### src/rtl/xcmp_pkg.sv
package xcmp_pkg;

  typedef enum logic [1:0] {
    REL_GT = 2'd0,
    REL_LT = 2'd1,
    REL_EQ = 2'd2,
    REL_UN = 2'd3
  } xcmp_rel_e;

  typedef struct packed {
    logic is_zero;
    logic is_denorm;
    logic is_inf;
    logic is_nan;
    logic is_unsup;
  } xcmp_class_t;

  // {C3, C2, C1, C0}; C1 is cleared for every comparison
  function automatic logic [3:0] rel_to_cc(input xcmp_rel_e rel);
    logic [3:0] cc;
    case (rel)
      REL_GT:  cc = 4'b0000;
      REL_LT:  cc = 4'b0001;
      REL_EQ:  cc = 4'b1000;
      default: cc = 4'b1101;
    endcase
    return cc;
  endfunction

endpackage

### src/rtl/xcmp_classify.sv
module xcmp_classify
  import xcmp_pkg::*;
#(
  parameter int EXP_W = 15,
  parameter int MAN_W = 64
) (
  input  logic [EXP_W-1:0]       exp_i,
  input  logic [MAN_W-1:0]       man_i,
  output xcmp_class_t            cls_o,
  output logic [EXP_W+MAN_W-1:0] key_o
);
  localparam int KEY_W = EXP_W + MAN_W;

  logic exp_ones, exp_zero, int_bit, frac_nz, man_nz;

  always_comb begin
    exp_ones = &exp_i;
    exp_zero = (exp_i == '0);
    int_bit  = man_i[MAN_W-1];
    frac_nz  = |man_i[MAN_W-2:0];
    man_nz   = int_bit | frac_nz;

    cls_o.is_unsup  = !exp_zero && !int_bit;
    cls_o.is_nan    = exp_ones && int_bit && frac_nz;
    cls_o.is_inf    = exp_ones && int_bit && !frac_nz;
    cls_o.is_zero   = exp_zero && !man_nz;
    cls_o.is_denorm = exp_zero && man_nz;
  end

  // exponent 0 scales like exponent 1, so a single key orders all magnitudes
  logic [EXP_W-1:0] eff_exp;
  assign eff_exp = exp_zero ? EXP_W'(1) : exp_i;
  assign key_o   = KEY_W'({eff_exp, man_i});

endmodule

### src/rtl/xcmp_widen.sv
module xcmp_widen #(
  parameter int DEXP_W  = 11,
  parameter int DFRAC_W = 52,
  parameter int XEXP_W  = 15,
  parameter int XMAN_W  = 64
) (
  input  logic [DEXP_W+DFRAC_W:0] dbl_i,
  output logic                    sign_o,
  output logic [XEXP_W-1:0]       exp_o,
  output logic [XMAN_W-1:0]       man_o,
  output logic                    nan_o,
  output logic                    denorm_o
);
  localparam int DBIAS = (1 << (DEXP_W - 1)) - 1;
  localparam int XBIAS = (1 << (XEXP_W - 1)) - 1;
  localparam int OFFS  = XBIAS - DBIAS;
  localparam int PAD   = XMAN_W - DFRAC_W;
  localparam int LZ_W  = $clog2(DFRAC_W + 1);

  logic [DEXP_W-1:0]  d_exp;
  logic [DFRAC_W-1:0] d_frac;
  logic               e_zero, e_ones, f_nz;
  logic [LZ_W-1:0]    lz;

  assign sign_o = dbl_i[DEXP_W+DFRAC_W];
  assign d_exp  = dbl_i[DEXP_W+DFRAC_W-1:DFRAC_W];
  assign d_frac = dbl_i[DFRAC_W-1:0];
  assign e_zero = (d_exp == '0);
  assign e_ones = &d_exp;
  assign f_nz   = |d_frac;

  // leading-zero count of the fraction, used to normalise denormals
  always_comb begin
    lz = '0;
    for (int i = 0; i < DFRAC_W; i++) begin
      if (d_frac[i]) lz = LZ_W'(DFRAC_W - 1 - i);
    end
  end

  logic [XMAN_W-1:0] man_den;
  assign man_den = {d_frac, {PAD{1'b0}}} << lz;

  always_comb begin
    nan_o    = e_ones && f_nz;
    denorm_o = e_zero && f_nz;
    if (e_zero && !f_nz) begin
      exp_o = '0;
      man_o = '0;
    end else if (e_zero) begin
      exp_o = XEXP_W'(OFFS) - XEXP_W'(lz);
      man_o = man_den;
    end else if (e_ones) begin
      exp_o = '1;
      man_o = {1'b1, d_frac, {(PAD-1){1'b0}}};
    end else begin
      exp_o = XEXP_W'(d_exp) + XEXP_W'(OFFS);
      man_o = {1'b1, d_frac, {(PAD-1){1'b0}}};
    end
  end

endmodule

### src/rtl/xcmp_order.sv
module xcmp_order
  import xcmp_pkg::*;
#(
  parameter int KEY_W = 79
) (
  input  logic             sign_a_i,
  input  logic [KEY_W-1:0] key_a_i,
  input  logic             zero_a_i,
  input  logic             sign_b_i,
  input  logic [KEY_W-1:0] key_b_i,
  input  logic             zero_b_i,
  output xcmp_rel_e        rel_o
);
  logic mag_gt, mag_eq;

  assign mag_gt = key_a_i > key_b_i;
  assign mag_eq = key_a_i == key_b_i;

  always_comb begin
    if (zero_a_i && zero_b_i) begin
      rel_o = REL_EQ;
    end else if (sign_a_i != sign_b_i) begin
      rel_o = sign_a_i ? REL_LT : REL_GT;
    end else if (mag_eq) begin
      rel_o = REL_EQ;
    end else if (mag_gt ^ sign_a_i) begin
      rel_o = REL_GT;
    end else begin
      rel_o = REL_LT;
    end
  end

endmodule

### src/rtl/xcmp_cc_unit.sv
module xcmp_cc_unit
  import xcmp_pkg::*;
#(
  parameter int XEXP_W  = 15,
  parameter int XMAN_W  = 64,
  parameter int DEXP_W  = 11,
  parameter int DFRAC_W = 52
) (
  input  logic                         clk,
  input  logic                         rst,
  input  logic                         start_i,
  input  logic [XEXP_W+XMAN_W:0]       top_val_i,
  input  logic                         top_empty_i,
  input  logic [DEXP_W+DFRAC_W:0]      mem_dbl_i,
  input  logic                         inv_mask_i,
  input  logic                         pop_en_i,
  output logic                         done_o,
  output logic [3:0]                   cc_o,
  output logic                         exc_invalid_o,
  output logic                         exc_denorm_o,
  output logic                         exc_stack_o,
  output logic                         pop_o
);
  localparam int XW    = 1 + XEXP_W + XMAN_W;
  localparam int KEY_W = XEXP_W + XMAN_W;

  // operand fields
  logic              a_sign;
  logic [XEXP_W-1:0] a_exp;
  logic [XMAN_W-1:0] a_man;
  assign a_sign = top_val_i[XW-1];
  assign a_exp  = top_val_i[XW-2:XMAN_W];
  assign a_man  = top_val_i[XMAN_W-1:0];

  logic              b_sign, b_nan, b_den;
  logic [XEXP_W-1:0] b_exp;
  logic [XMAN_W-1:0] b_man;

  xcmp_widen #(
    .DEXP_W(DEXP_W), .DFRAC_W(DFRAC_W), .XEXP_W(XEXP_W), .XMAN_W(XMAN_W)
  ) u_widen (
    .dbl_i(mem_dbl_i), .sign_o(b_sign), .exp_o(b_exp), .man_o(b_man),
    .nan_o(b_nan), .denorm_o(b_den)
  );

  xcmp_class_t      a_cls, b_cls;
  logic [KEY_W-1:0] a_key, b_key;

  xcmp_classify #(.EXP_W(XEXP_W), .MAN_W(XMAN_W)) u_cls_top (
    .exp_i(a_exp), .man_i(a_man), .cls_o(a_cls), .key_o(a_key)
  );

  xcmp_classify #(.EXP_W(XEXP_W), .MAN_W(XMAN_W)) u_cls_mem (
    .exp_i(b_exp), .man_i(b_man), .cls_o(b_cls), .key_o(b_key)
  );

  xcmp_rel_e ord_rel;

  xcmp_order #(.KEY_W(KEY_W)) u_order (
    .sign_a_i(a_sign), .key_a_i(a_key), .zero_a_i(a_cls.is_zero),
    .sign_b_i(b_sign), .key_b_i(b_key), .zero_b_i(b_cls.is_zero),
    .rel_o(ord_rel)
  );

  // outcome selection: empty, then unordered, then ordered
  xcmp_rel_e nx_rel;
  logic      nx_inv, nx_den, nx_stk, nx_pop;

  always_comb begin
    nx_rel = ord_rel;
    nx_inv = 1'b0;
    nx_den = 1'b0;
    nx_stk = 1'b0;
    nx_pop = pop_en_i;
    if (top_empty_i) begin
      nx_rel = REL_UN;
      nx_inv = 1'b1;
      nx_stk = 1'b1;
      nx_pop = pop_en_i && inv_mask_i;
    end else if (a_cls.is_nan || a_cls.is_unsup || b_nan) begin
      nx_rel = REL_UN;
      nx_inv = 1'b1;
      nx_pop = pop_en_i && inv_mask_i;
    end else begin
      nx_den = a_cls.is_denorm || b_den;
    end
  end

  always_ff @(posedge clk) begin
    if (rst) begin
      done_o        <= 1'b0;
      cc_o          <= '0;
      exc_invalid_o <= 1'b0;
      exc_denorm_o  <= 1'b0;
      exc_stack_o   <= 1'b0;
      pop_o         <= 1'b0;
    end else begin
      done_o <= start_i;
      if (start_i) begin
        cc_o          <= rel_to_cc(nx_rel);
        exc_invalid_o <= nx_inv;
        exc_denorm_o  <= nx_den;
        exc_stack_o   <= nx_stk;
        pop_o         <= nx_pop;
      end
    end
  end

endmodule

### config.mk
export PLATFORM = sky130hd
export DESIGN_NAME = xcmp_cc_unit
export DESIGN_NICKNAME = d
export VERILOG_FILES = /design/src/rtl/xcmp_pkg.sv /design/src/rtl/xcmp_classify.sv /design/src/rtl/xcmp_widen.sv /design/src/rtl/xcmp_order.sv /design/src/rtl/xcmp_cc_unit.sv
export SDC_FILE = /design/constraint.sdc
export NUM_CORES = 1
export LEC_CHECK = 0
export CORE_ASPECT_RATIO = 0.6
export CORE_MARGIN = 8
export CORE_UTILIZATION = 53
export DETAILED_ROUTE_END_ITERATION = 8
export GPL_ROUTABILITY_DRIVEN = 0
export PLACE_DENSITY = 0.91
export SYNTH_ARGS = -nofsm -noshare
export SYNTH_HDL_FRONTEND = slang
export SYNTH_SLANG_ARGS = --single-unit
### constraint.sdc
create_clock -name clk -period 5.76 [get_ports clk]
set_clock_uncertainty 0.15 [all_clocks]
set_input_delay 0.864 -clock clk [delete_from_list [all_inputs] [get_ports clk]]
set_output_delay 0.864 -clock clk [all_outputs]
set_load 0.02 [all_outputs]
==> qor.csv, run 1 <==
stage,metric,value,unit
run_status,status,aborted with a tool error,
logic_synthesis,mapped cell area,6526,um^2
logic_synthesis,unique cell type count in the Yosys netlist,83,
timing,worst endpoint type,register input,
clock_network,clock sink count,8,
run_status,stop err,[ERROR GRT-0232] Routing congestion too high. Check the congestion heatmap in the GUI.,
placed_design,Port Buffers,157,
placed_design,HPWL after DPL,29290,um
floorplanning,row count,31,
clock_network,Inserted Clock Buffers,3,
logic_synthesis,Yosys reg bits,8,
floorplanning,Die Wd,159.3,um
logic_synthesis,ys async rst share,0,%
logic_synthesis,number of synthesized flops with an enable pin,0,
floorplanning,Initial Util,54.28,%
floorplanning,I/O pins,159,
logic_synthesis,syn avg cell area,6.950,um^2
floorplanning,Die Ht,102.0,um
global_routing,GRT overflow,332,
clock_network,Clock Tree Buf Depth,2,
logic_synthesis,Ys Warns,0,
clock_network,H-tree lvl count,1,
timing,worst_ep grt,cc_o[0]$_SDFFE_PP0P_/D,
logic_synthesis,synthesized net count,1158,
global_routing,largest net degree at the start of global routing,35,
logic_synthesis,Synth Instances,939,
logic_synthesis,top_reg_cell synth,dfxtp_1,
global_routing,GR Util All Layers,83.76,%
logic_synthesis,register area share after synthesis,2.454,%
clock_network,root buf cell,clkbuf_16,
run_status,Stop stage,global routing,
## synth_stat cells (30+ instances only)
| master | number | area, um^2 |
|---|---|---|
| a21o_1 | 35 | 262.8 |
| o21ai_0 | 41 | 205.2 |
| nor3_1 | 30 | 150.1 |
| clkbuf_1 | 38 | 142.6 |
| a211oi_1 | 30 | 225.2 |
| mux2i_1 | 75 | 750.7 |
| nand4_1 | 32 | 200.2 |
| nand3_1 | 33 | 165.2 |
| ha_1 | 69 | 863.3 |
| a21oi_1 | 90 | 450.4 |
| nor4_1 | 31 | 193.9 |
| nand2_1 | 65 | 244.0 |
| nor2_1 | 77 | 289.0 |
## cell families after synthesis
logic type / after synthesis / synth area share, %
xor gates and xnor gates: 4 / 0.5368
DFF: 8 / 2.454
adders and majority gates: 69 / 13.23
and+or+nand+nor: 332 / 26.17
AOI/OAI and AO/OA: 353 / 37.65
muxes: 84 / 13.44
other: 1 / 0.05746
buffers and inverters: 88 / 6.461
## layer usage
metal / track usage [%] / GRT overflow
met1: 78.21 / 16
met2: 95.56 / 166
met3: 77.96 / 20
met4: 91.28 / 121
met5: 58.13 / 9
## timing repair
action | 4_1_cts
setup buffers | 15
gates resized for setup | 78
setup endpoints to repair | 2
pin swaps | 35
hold buffers | 0
gates cloned | 2
## metrics by stage
step                hold WS (ns)  instances  area (um^2)  setup slack (ns)
CTS                       0.3311       1454        10340          0.002103
detailed placement        0.3036       1434         9827           -0.4981
global placement          0.2857       1434         9827           -0.2246
floorplan                 0.3876        939         6526            0.5488
==> run 2: changes to the inputs <==
--- a/config.mk
+++ b/config.mk
@@ -5,12 +5,11 @@
 export SDC_FILE = /design/constraint.sdc
 export NUM_CORES = 1
 export LEC_CHECK = 0
-export CORE_ASPECT_RATIO = 0.6
 export CORE_MARGIN = 8
-export CORE_UTILIZATION = 53
+export CORE_UTILIZATION = 40
 export DETAILED_ROUTE_END_ITERATION = 8
 export GPL_ROUTABILITY_DRIVEN = 0
-export PLACE_DENSITY = 0.91
+export PLACE_DENSITY_LB_ADDON = 0.15
 export SYNTH_ARGS = -nofsm -noshare
 export SYNTH_HDL_FRONTEND = slang
 export SYNTH_SLANG_ARGS = --single-unit
==> qor.csv, run 2 <==
stage,metric,value,unit,change
detailed_routing,vias per cell,6.496,,
finish,Area growth syn-to-layout,68.10,%,
clock_network,CTS tree,yes,,
logic_synthesis,ys async rst share,0,%,unchanged
finish,FF/Latch Area,160.2,um^2,
logic_synthesis,number of synthesized flops with an enable pin,0,,unchanged
floorplanning,row count,46,,+48%
finish,Largest register FFs,3,,
critical_path,startpoint types,primary input,,
floorplanning,CORE AREA,15940,um^2,
global_routing,vias in the first global route,9579,,
global_routing,GRT overflow,0,,
hold_path,worst hold path type,register to register,,
critical_path,Critical Path RT,5.75,ns,
logic_synthesis,syn avg cell area,6.950,um^2,unchanged
finish,most common library cell in the layout ignoring fill and taps,buf_4,,
clock_network,clock slew at reported path FFs,0.04,ns,
pwr,power per cell area,97.77,nW/um^2,
clock_network,clock sink count,8,,unchanged
clock_network,Inserted Clock Buffers,3,,unchanged
hold_path,Min-Delay Endpoint,pop_o$_SDFFE_PP0P_,,
timing,fmax,174.7,MHz,
finish,fin util,68.81,%,
global_routing,GR Util All Layers,30.73,%,
finish,layout cell share with drive strength beyond 1,31.06,%,
finish,"non-filler cells, final",1533,,
global_routing,antenna violations before repair,2,,
logic_synthesis,most common cell in the netlist,a21oi_1,,
logic_synthesis,Post-synth top cells,"a21oi_1 (90), nor2_1 (77), mux2i_1 (75)",,
logic_synthesis,Synth Instances,939,,unchanged
critical_path,r2r setup slk,4.90,ns,
critical_path,CP max FO,18,,
global_routing,first-pass GRT wire length,50420,um,
logic_synthesis,share of the synthesized area in the top cell type,13.23,%,unchanged
floorplanning,Initial Util,40.94,%,-13 points
logic_synthesis,Yosys top cell by area,ha_1,,
clock_network,Post-CTS Hold Buffers,0,,unchanged
floorplanning,Die Wd,143.7,um,-9.7%
detailed_routing,Avg WL per Cell,22.56,um,
detailed_routing,via count of the routed design,9958,,
run_status,status,completed,,
timing,Final Hold Viols,0,,
timing,fin crit share,99.40,%,
clock_network,Clock Tree Buf Depth,2,,unchanged
placed_design,Port Buffers,157,,unchanged
timing,Finish-stage setup viols,0,,
detailed_routing,DR pass1 iterations,7,,
timing,worst-margin pin slew,0.7681,ns,
timing,Period minus WS final,5.725,ns,
detailed_routing,WL final,34590,um,
critical_path,CP endpoint kind,register,,
logic_synthesis,register area share after synthesis,2.454,%,unchanged
logic_synthesis,Yosys reg bits,8,,unchanged
logic_synthesis,Ys Warns,0,,unchanged
floorplanning,I/O pins,159,,unchanged
global_routing,largest net degree at the start of global routing,64,,
timing,RSZ-0062 raised after global routing,true,,
floorplanning,die area,20660,um^2,
detailed_routing,drt drc,0,,
detailed_routing,ANT nets after route,0,,
finish,Nets,1538,,
finish,Largest Register,cc_o,,
clock_network,later-pin clock latency in the skew report,0.23,ns,
timing,WHS,0.3174,ns,
finish,"commonest non-fill, non-tap cells in the layout","buf_4 (272), clkdlybuf4s50_1 (148), a21oi_1 (84)",,
pwr,total power,1073,uW,
critical_path,reg2reg start,exc_denorm_o$_SDFFE_PP0P_,,
logic_synthesis,top_reg_cell synth,dfxtp_1,,
finish,Fill cells,1308,,
critical_path,R2R cell count,3,,
detailed_routing,DRT iter0 DRCs,1329,,
logic_synthesis,unique cell type count in the Yosys netlist,83,,unchanged
critical_path,reg2reg end,exc_denorm_o$_SDFFE_PP0P_,,
clock_network,root buf cell,clkbuf_16,,
placed_design,HPWL after DPL,27190,um,-7.2%
logic_synthesis,largest cells by area after synthesis,"ha_1 (13%), mux2i_1 (12%), a21oi_1 (6.9%)",,
logic_synthesis,synthesized net count,1158,,unchanged
hold_path,hold_sp,pop_o$_SDFFE_PP0P_,,
timing,Relative slew margins,48.74,%,
finish,diodes inserted,0,,
pwr,VDD IR max,0.2130,mV,
hold_path,hold path cells,2,,
timing,Slew Limit Fails,0,,
flow_run,# Max-Cap Violations,0,,
placed_design,dpl cells,1511,,+5.4%
pwr,Pleak,0.004936,uW,
logic_synthesis,mapped cell area,6526,um^2,unchanged
clock_network,H-tree lvl count,1,,unchanged
critical_path,Arrival @ worst endpoint,5.72,ns,
finish,multi-input logic area,6481,um^2,
floorplanning,Die Ht,143.7,um,+41%
critical_path,critical path class,primary input to register,,
## run 2: per-layer routing
| layer | vias to the layer above | wire, um | global-route usage (%) | share of wire (%) |
|---|---|---|---|---|
| met1 | 4552 | 13880 | 40.16 | 40 |
| met4 | 4 | 1797 | 15.00 | 5.2 |
| met3 | 168 | 4354 | 7.631 | 13 |
| met5 | - | 23 | 0 | 0.066 |
| li1 | 4479 | - | - | - |
| met2 | 755 | 14540 | 46.00 | 42 |
## run 2: worst max-delay path: stages
cell and delay, ns:
clkdlybuf4s50_1 0.42, buf_4 0.16, or3_1 0.38, o21bai_1 0.20
o21ai_2 0.23, a21boi_4 0.12, buf_6 0.14, clkbuf_16 0.18
a211oi_2 0.22, a211oi_1 0.12, or4_4 0.58, buf_4 0.16
a21o_1 0.18, a211oi_2 0.27, ha_1 0.31, nand4_1 0.10
nor2_1 0.05, and3_1 0.18, nand4_1 0.09, o211ai_1 0.13
o41ai_2 0.32, o21ai_1 0.10, a211oi_1 0.20
## run 2: area by class of cell
type	count	share of cell area, %
Clock buffer	3	0.6843
Tap cell	216	2.464
Timing Repair Buffer	443	35.47
Inverter	19	0.7641
Timing Repair inverter	1	0.07984
Sequential cell	8	1.460
Multi-Input combinational cell	843	59.08
## run 2: worst max-delay path by stage
| stage | from | endpoint | slack, ns | cells past startpoint |
|---|---|---|---|---|
| 5_1_grt | mem_dbl_i[11] | cc_o[0]$_SDFFE_PP0P_ | -0.26 | 25 |
| 4_1_cts | mem_dbl_i[0] | cc_o[0]$_SDFFE_PP0P_ | 0.005 | 23 |
| 3_5_place_dp | mem_dbl_i[4] | cc_o[0]$_SDFFE_PP0P_ | -0.43 | 24 |
| 6_report | mem_dbl_i[46] | cc_o[0]$_SDFFE_PP0P_ | 0.03 | 23 |
| 3_3_place_gp | mem_dbl_i[4] | cc_o[0]$_SDFFE_PP0P_ | -0.46 | 24 |
| 2_1_floorplan | mem_dbl_i[25] | cc_o[0]$_SDFFE_PP0P_ | 0.55 | 22 |
## run 2: through the flow
stage	worst slack (ns)	TNS (ns)	cell area, um^2
CTS	0.005006	0	10300
detailed placement	-0.4262	-0.5580	10100
global placement	-0.4621	-0.5757	10100
global route	-0.2586	-0.3297	10970
finish	0.03452	0	10970
floorplan	0.5488	0	6526
## run 2: report_power, final
part / switching, uW / total (uW) / internal, uW
Sequential: 1.55 / 60.6 / 59.0
Clock: 27.6 / 117 / 89.5
Combinational: 448 / 895 / 447
Total: 477 / 1070 / 596
## run 2: what timing repair did
action,CTS,global route
hold endpoints to repair,0,0
pin swaps,3,44
setup endpoints to repair,1,2
setup buffers,3,12
cloned,0,4
resized for setup,19,110
## run 2: logic make-up (layout without fill, tap and decap cells)
kind of cell	after synthesis	count (layout)	share of synthesized area [%]
simple gates	332	332	26.17
xor+xnor	4	4	0.5368
fa+ha+maj	69	69	13.23
other cells	1	1	0.05746
flops	8	8	2.454
buf+inv	88	466	6.461
compound gates	353	353	37.65
mux	84	84	13.44
(Power assumes the default switching activity.)
==> run 3: changes to the inputs <==
--- a/config.mk
+++ b/config.mk
@@ -12,4 +12,5 @@
 export PLACE_DENSITY_LB_ADDON = 0.15
 export SYNTH_ARGS = -nofsm -noshare
 export SYNTH_HDL_FRONTEND = slang
+export SYNTH_HIERARCHICAL = 1
 export SYNTH_SLANG_ARGS = --single-unit
==> qor.csv, run 3 <==
stage,metric,value,unit,change
run_status,status,"finished, violations left",,
run_status,failing checks,negative setup slack,,
timing,Final Hold Viols,0,,unchanged
timing,WHS,0.3385,ns,+0.02109 ns
timing,Period minus WS final,5.806,ns,+0.08040 ns
timing,RSZ-0062 raised after global routing,true,,
global_routing,GR peak layer,met2,,
logic_synthesis,Synth Instances,1309,,+39%
critical_path,CP endpoint kind,register,,
clock_network,root buf cell,clkbuf_16,,
global_routing,largest net degree at the start of global routing,39,,-39%
critical_path,CP Cell Sequence,buf_6 > or4_4 > buf_6 > nor3_4 > o21ai_4 > nand2_4 > buf_12 > mux4_2 > mux2i_2 > buf_4 > o22ai_1 > a211o_1 > inv_2 > ha_4 > nand4_1 > or4_4 > or2_1 > o22ai_2 > o211ai_1 > a31o_1 > and3_4 > nand2_2 > a311oi_1,,
global_routing,GR met1 Demand/Resource,35.28,%,-4.9 points
finish,Area growth syn-to-layout,52.03,%,
placed_design,dpl ws,-0.8005,ns,-0.3743 ns
floorplanning,Initial Util,40.75,%,-0.19 points
detailed_routing,WL final,39620,um,+15%
floorplanning,Die Ht,165.3,um,+15%
clock_network,Post-CTS Hold Buffers,0,,unchanged
hold_path,worst hold path type,register to register,,
floorplanning,CORE AREA,21890,um^2,+37%
critical_path,Critical Path RT,5.70,ns,-0.05 ns
finish,layout cell share with drive strength beyond 1,37.66,%,+6.6 points
finish,Largest register FFs,3,,unchanged
finish,diodes inserted,0,,unchanged
clock_network,Inserted Clock Buffers,3,,unchanged
clock_network,clock slew at reported path FFs,0.04,ns,about the same
critical_path,startpoint types,primary input,,
floorplanning,I/O pins,159,,unchanged
global_routing,vias in the first global route,10636,,+11%
critical_path,CP max FO,6,,-12
detailed_routing,via count of the routed design,11213,,+13%
global_routing,first-pass GRT wire length,57860,um,+15%
timing,worst-margin pin slew,1.039,ns,+0.2705 ns
global_routing,met2 usage,43.04,%,-3.0 points
finish,Largest Register,cc_o,,
clock_network,CTS tree,yes,,
critical_path,slowest cell on the critical path,or4_4,,
logic_synthesis,mapped cell area,8920,um^2,+37%
global_routing,GR Util All Layers,26.51,%,-4.2 points
detailed_routing,Avg WL per Cell,21.06,um,-6.7%
timing,final setup margin,-0.04587,ns,-0.08040 ns
detailed_routing,ANT nets after route,0,,unchanged
pwr,VDD IR max,0.04886,mV,-77%
detailed_routing,DRT iter0 DRCs,1118,,-16%
detailed_routing,vias per cell,5.961,,-8.2%
critical_path,critical path class,primary input to register,,
timing,fmax,172.2,MHz,-1.4%
critical_path,Worst Path Buf+Inv,5,,unchanged
placed_design,DP Area,11880,um^2,+18%
finish,most common library cell in the layout ignoring fill and taps,buf_4,,
logic_synthesis,Ys Warns,6,,+6
global_routing,antenna violations before repair,0,,-2
placed_design,HPWL after DPL,31920,um,+17%
critical_path,Arrival @ worst endpoint,5.74,ns,+0.02 ns
detailed_routing,drt drc,0,,unchanged
floorplanning,row count,54,,+17%
pwr,power per cell area,86.48,nW/um^2,-12%
timing,Relative slew margins,30.51,%,-18 points
finish,final instance area,13560,um^2,+24%
timing,Finish-stage setup viols,2,,+2
clock_network,later-pin clock latency in the skew report,0.23,ns,about the same
global_routing,M3 GR Usage,2.950,%,-4.7 points
detailed_routing,DR pass1 iterations,8,,+1
critical_path,"CP delay by family, top",simple AND/OR/NAND/NOR gates,,
finish,Nets,1833,,+19%
flow_run,# Max-Cap Violations,0,,unchanged
timing,Slew Limit Fails,0,,unchanged
pwr,Pleak,0.006242,uW,+26%
global_routing,GRT overflow,0,,unchanged
critical_path,worst stage delay on the critical path,0.57,ns,about the same
finish,"commonest non-fill, non-tap cells in the layout","buf_4 (337), clkdlybuf4s50_1 (115), nand2_1 (97)",,
logic_synthesis,syn avg cell area,6.814,um^2,-2.0%
clock_network,clock sink count,8,,unchanged
timing,fin crit share,100.8,%,+1.4 points
placed_design,Port Buffers,157,,unchanged
clock_network,Clock Tree Buf Depth,2,,unchanged
floorplanning,Die Wd,165.3,um,+15%
floorplanning,die area,27330,um^2,+32%
clock_network,H-tree lvl count,1,,unchanged
-- run 3: layout make-up --
class,instances,area [um^2]
clock buffers,3,75.07
fillers,2015,8330
inverters,104,395.4
repair buffers,523,4652
multi-input cells,963,7928
well taps,280,350.3
flip-flops and latches,8,160.2
-- run 3: metrics by stage --
stage                     power, uW  std cells  TNS [ns]  util, %
after floorplan               529.3       1319         0        -
after global placement        901.7       1834    -1.936    54.26
after detailed placement      908.2       1834    -2.213    54.26
after CTS                      1052       1845   -0.5856    56.13
after global routing           1242       1881   -0.5645    61.95
final                          1173       1881  -0.07619    61.95
-- run 3: final timing paths --
kind | startpoint | endpoint | slack (ns) | cells after the start
setup / recovery | mem_dbl_i[31] | cc_o[2]$_SDFFE_PP0P_ | -0.05 | 23
hold / removal | cc_o[3]$_SDFFE_PP0P_ | cc_o[3]$_SDFFE_PP0P_ | 0.34 | 2
setup reg to reg | pop_o$_SDFFE_PP0P_ | pop_o$_SDFFE_PP0P_ | 4.67 | 2
hold reg to reg | cc_o[3]$_SDFFE_PP0P_ | cc_o[3]$_SDFFE_PP0P_ | 0.34 | 2
-- run 3: per-layer routing --
| metal | share of wire (%) | vias to the layer above |
|---|---|---|
| li1 | - | 5258 |
| met1 | 41 | 5209 |
| met2 | 45 | 624 |
| met3 | 9.7 | 122 |
| met4 | 4.5 | 0 |
| met5 | 0 | - |
-- run 3: repair_timing --
item / CTS / global route
pin swaps: 15 / 89
setup endpoints to repair: 3 / 3
buffers inserted: 6 / 33
gates resized for setup: 55 / 238
gates cloned: 2 / 3
-- run 3: worst reg2reg max path, stage by stage, from the launching register on --
cell      delay [ns]
dfxtp_1         0.32
or3b_2          0.44
o211ai_1        0.10
-- run 3: power breakdown --
part           switching, uW  internal [uW]
Combinational            494            501
Clock                   27.8           89.6
Sequential              1.52           59.1
Total                    523            650
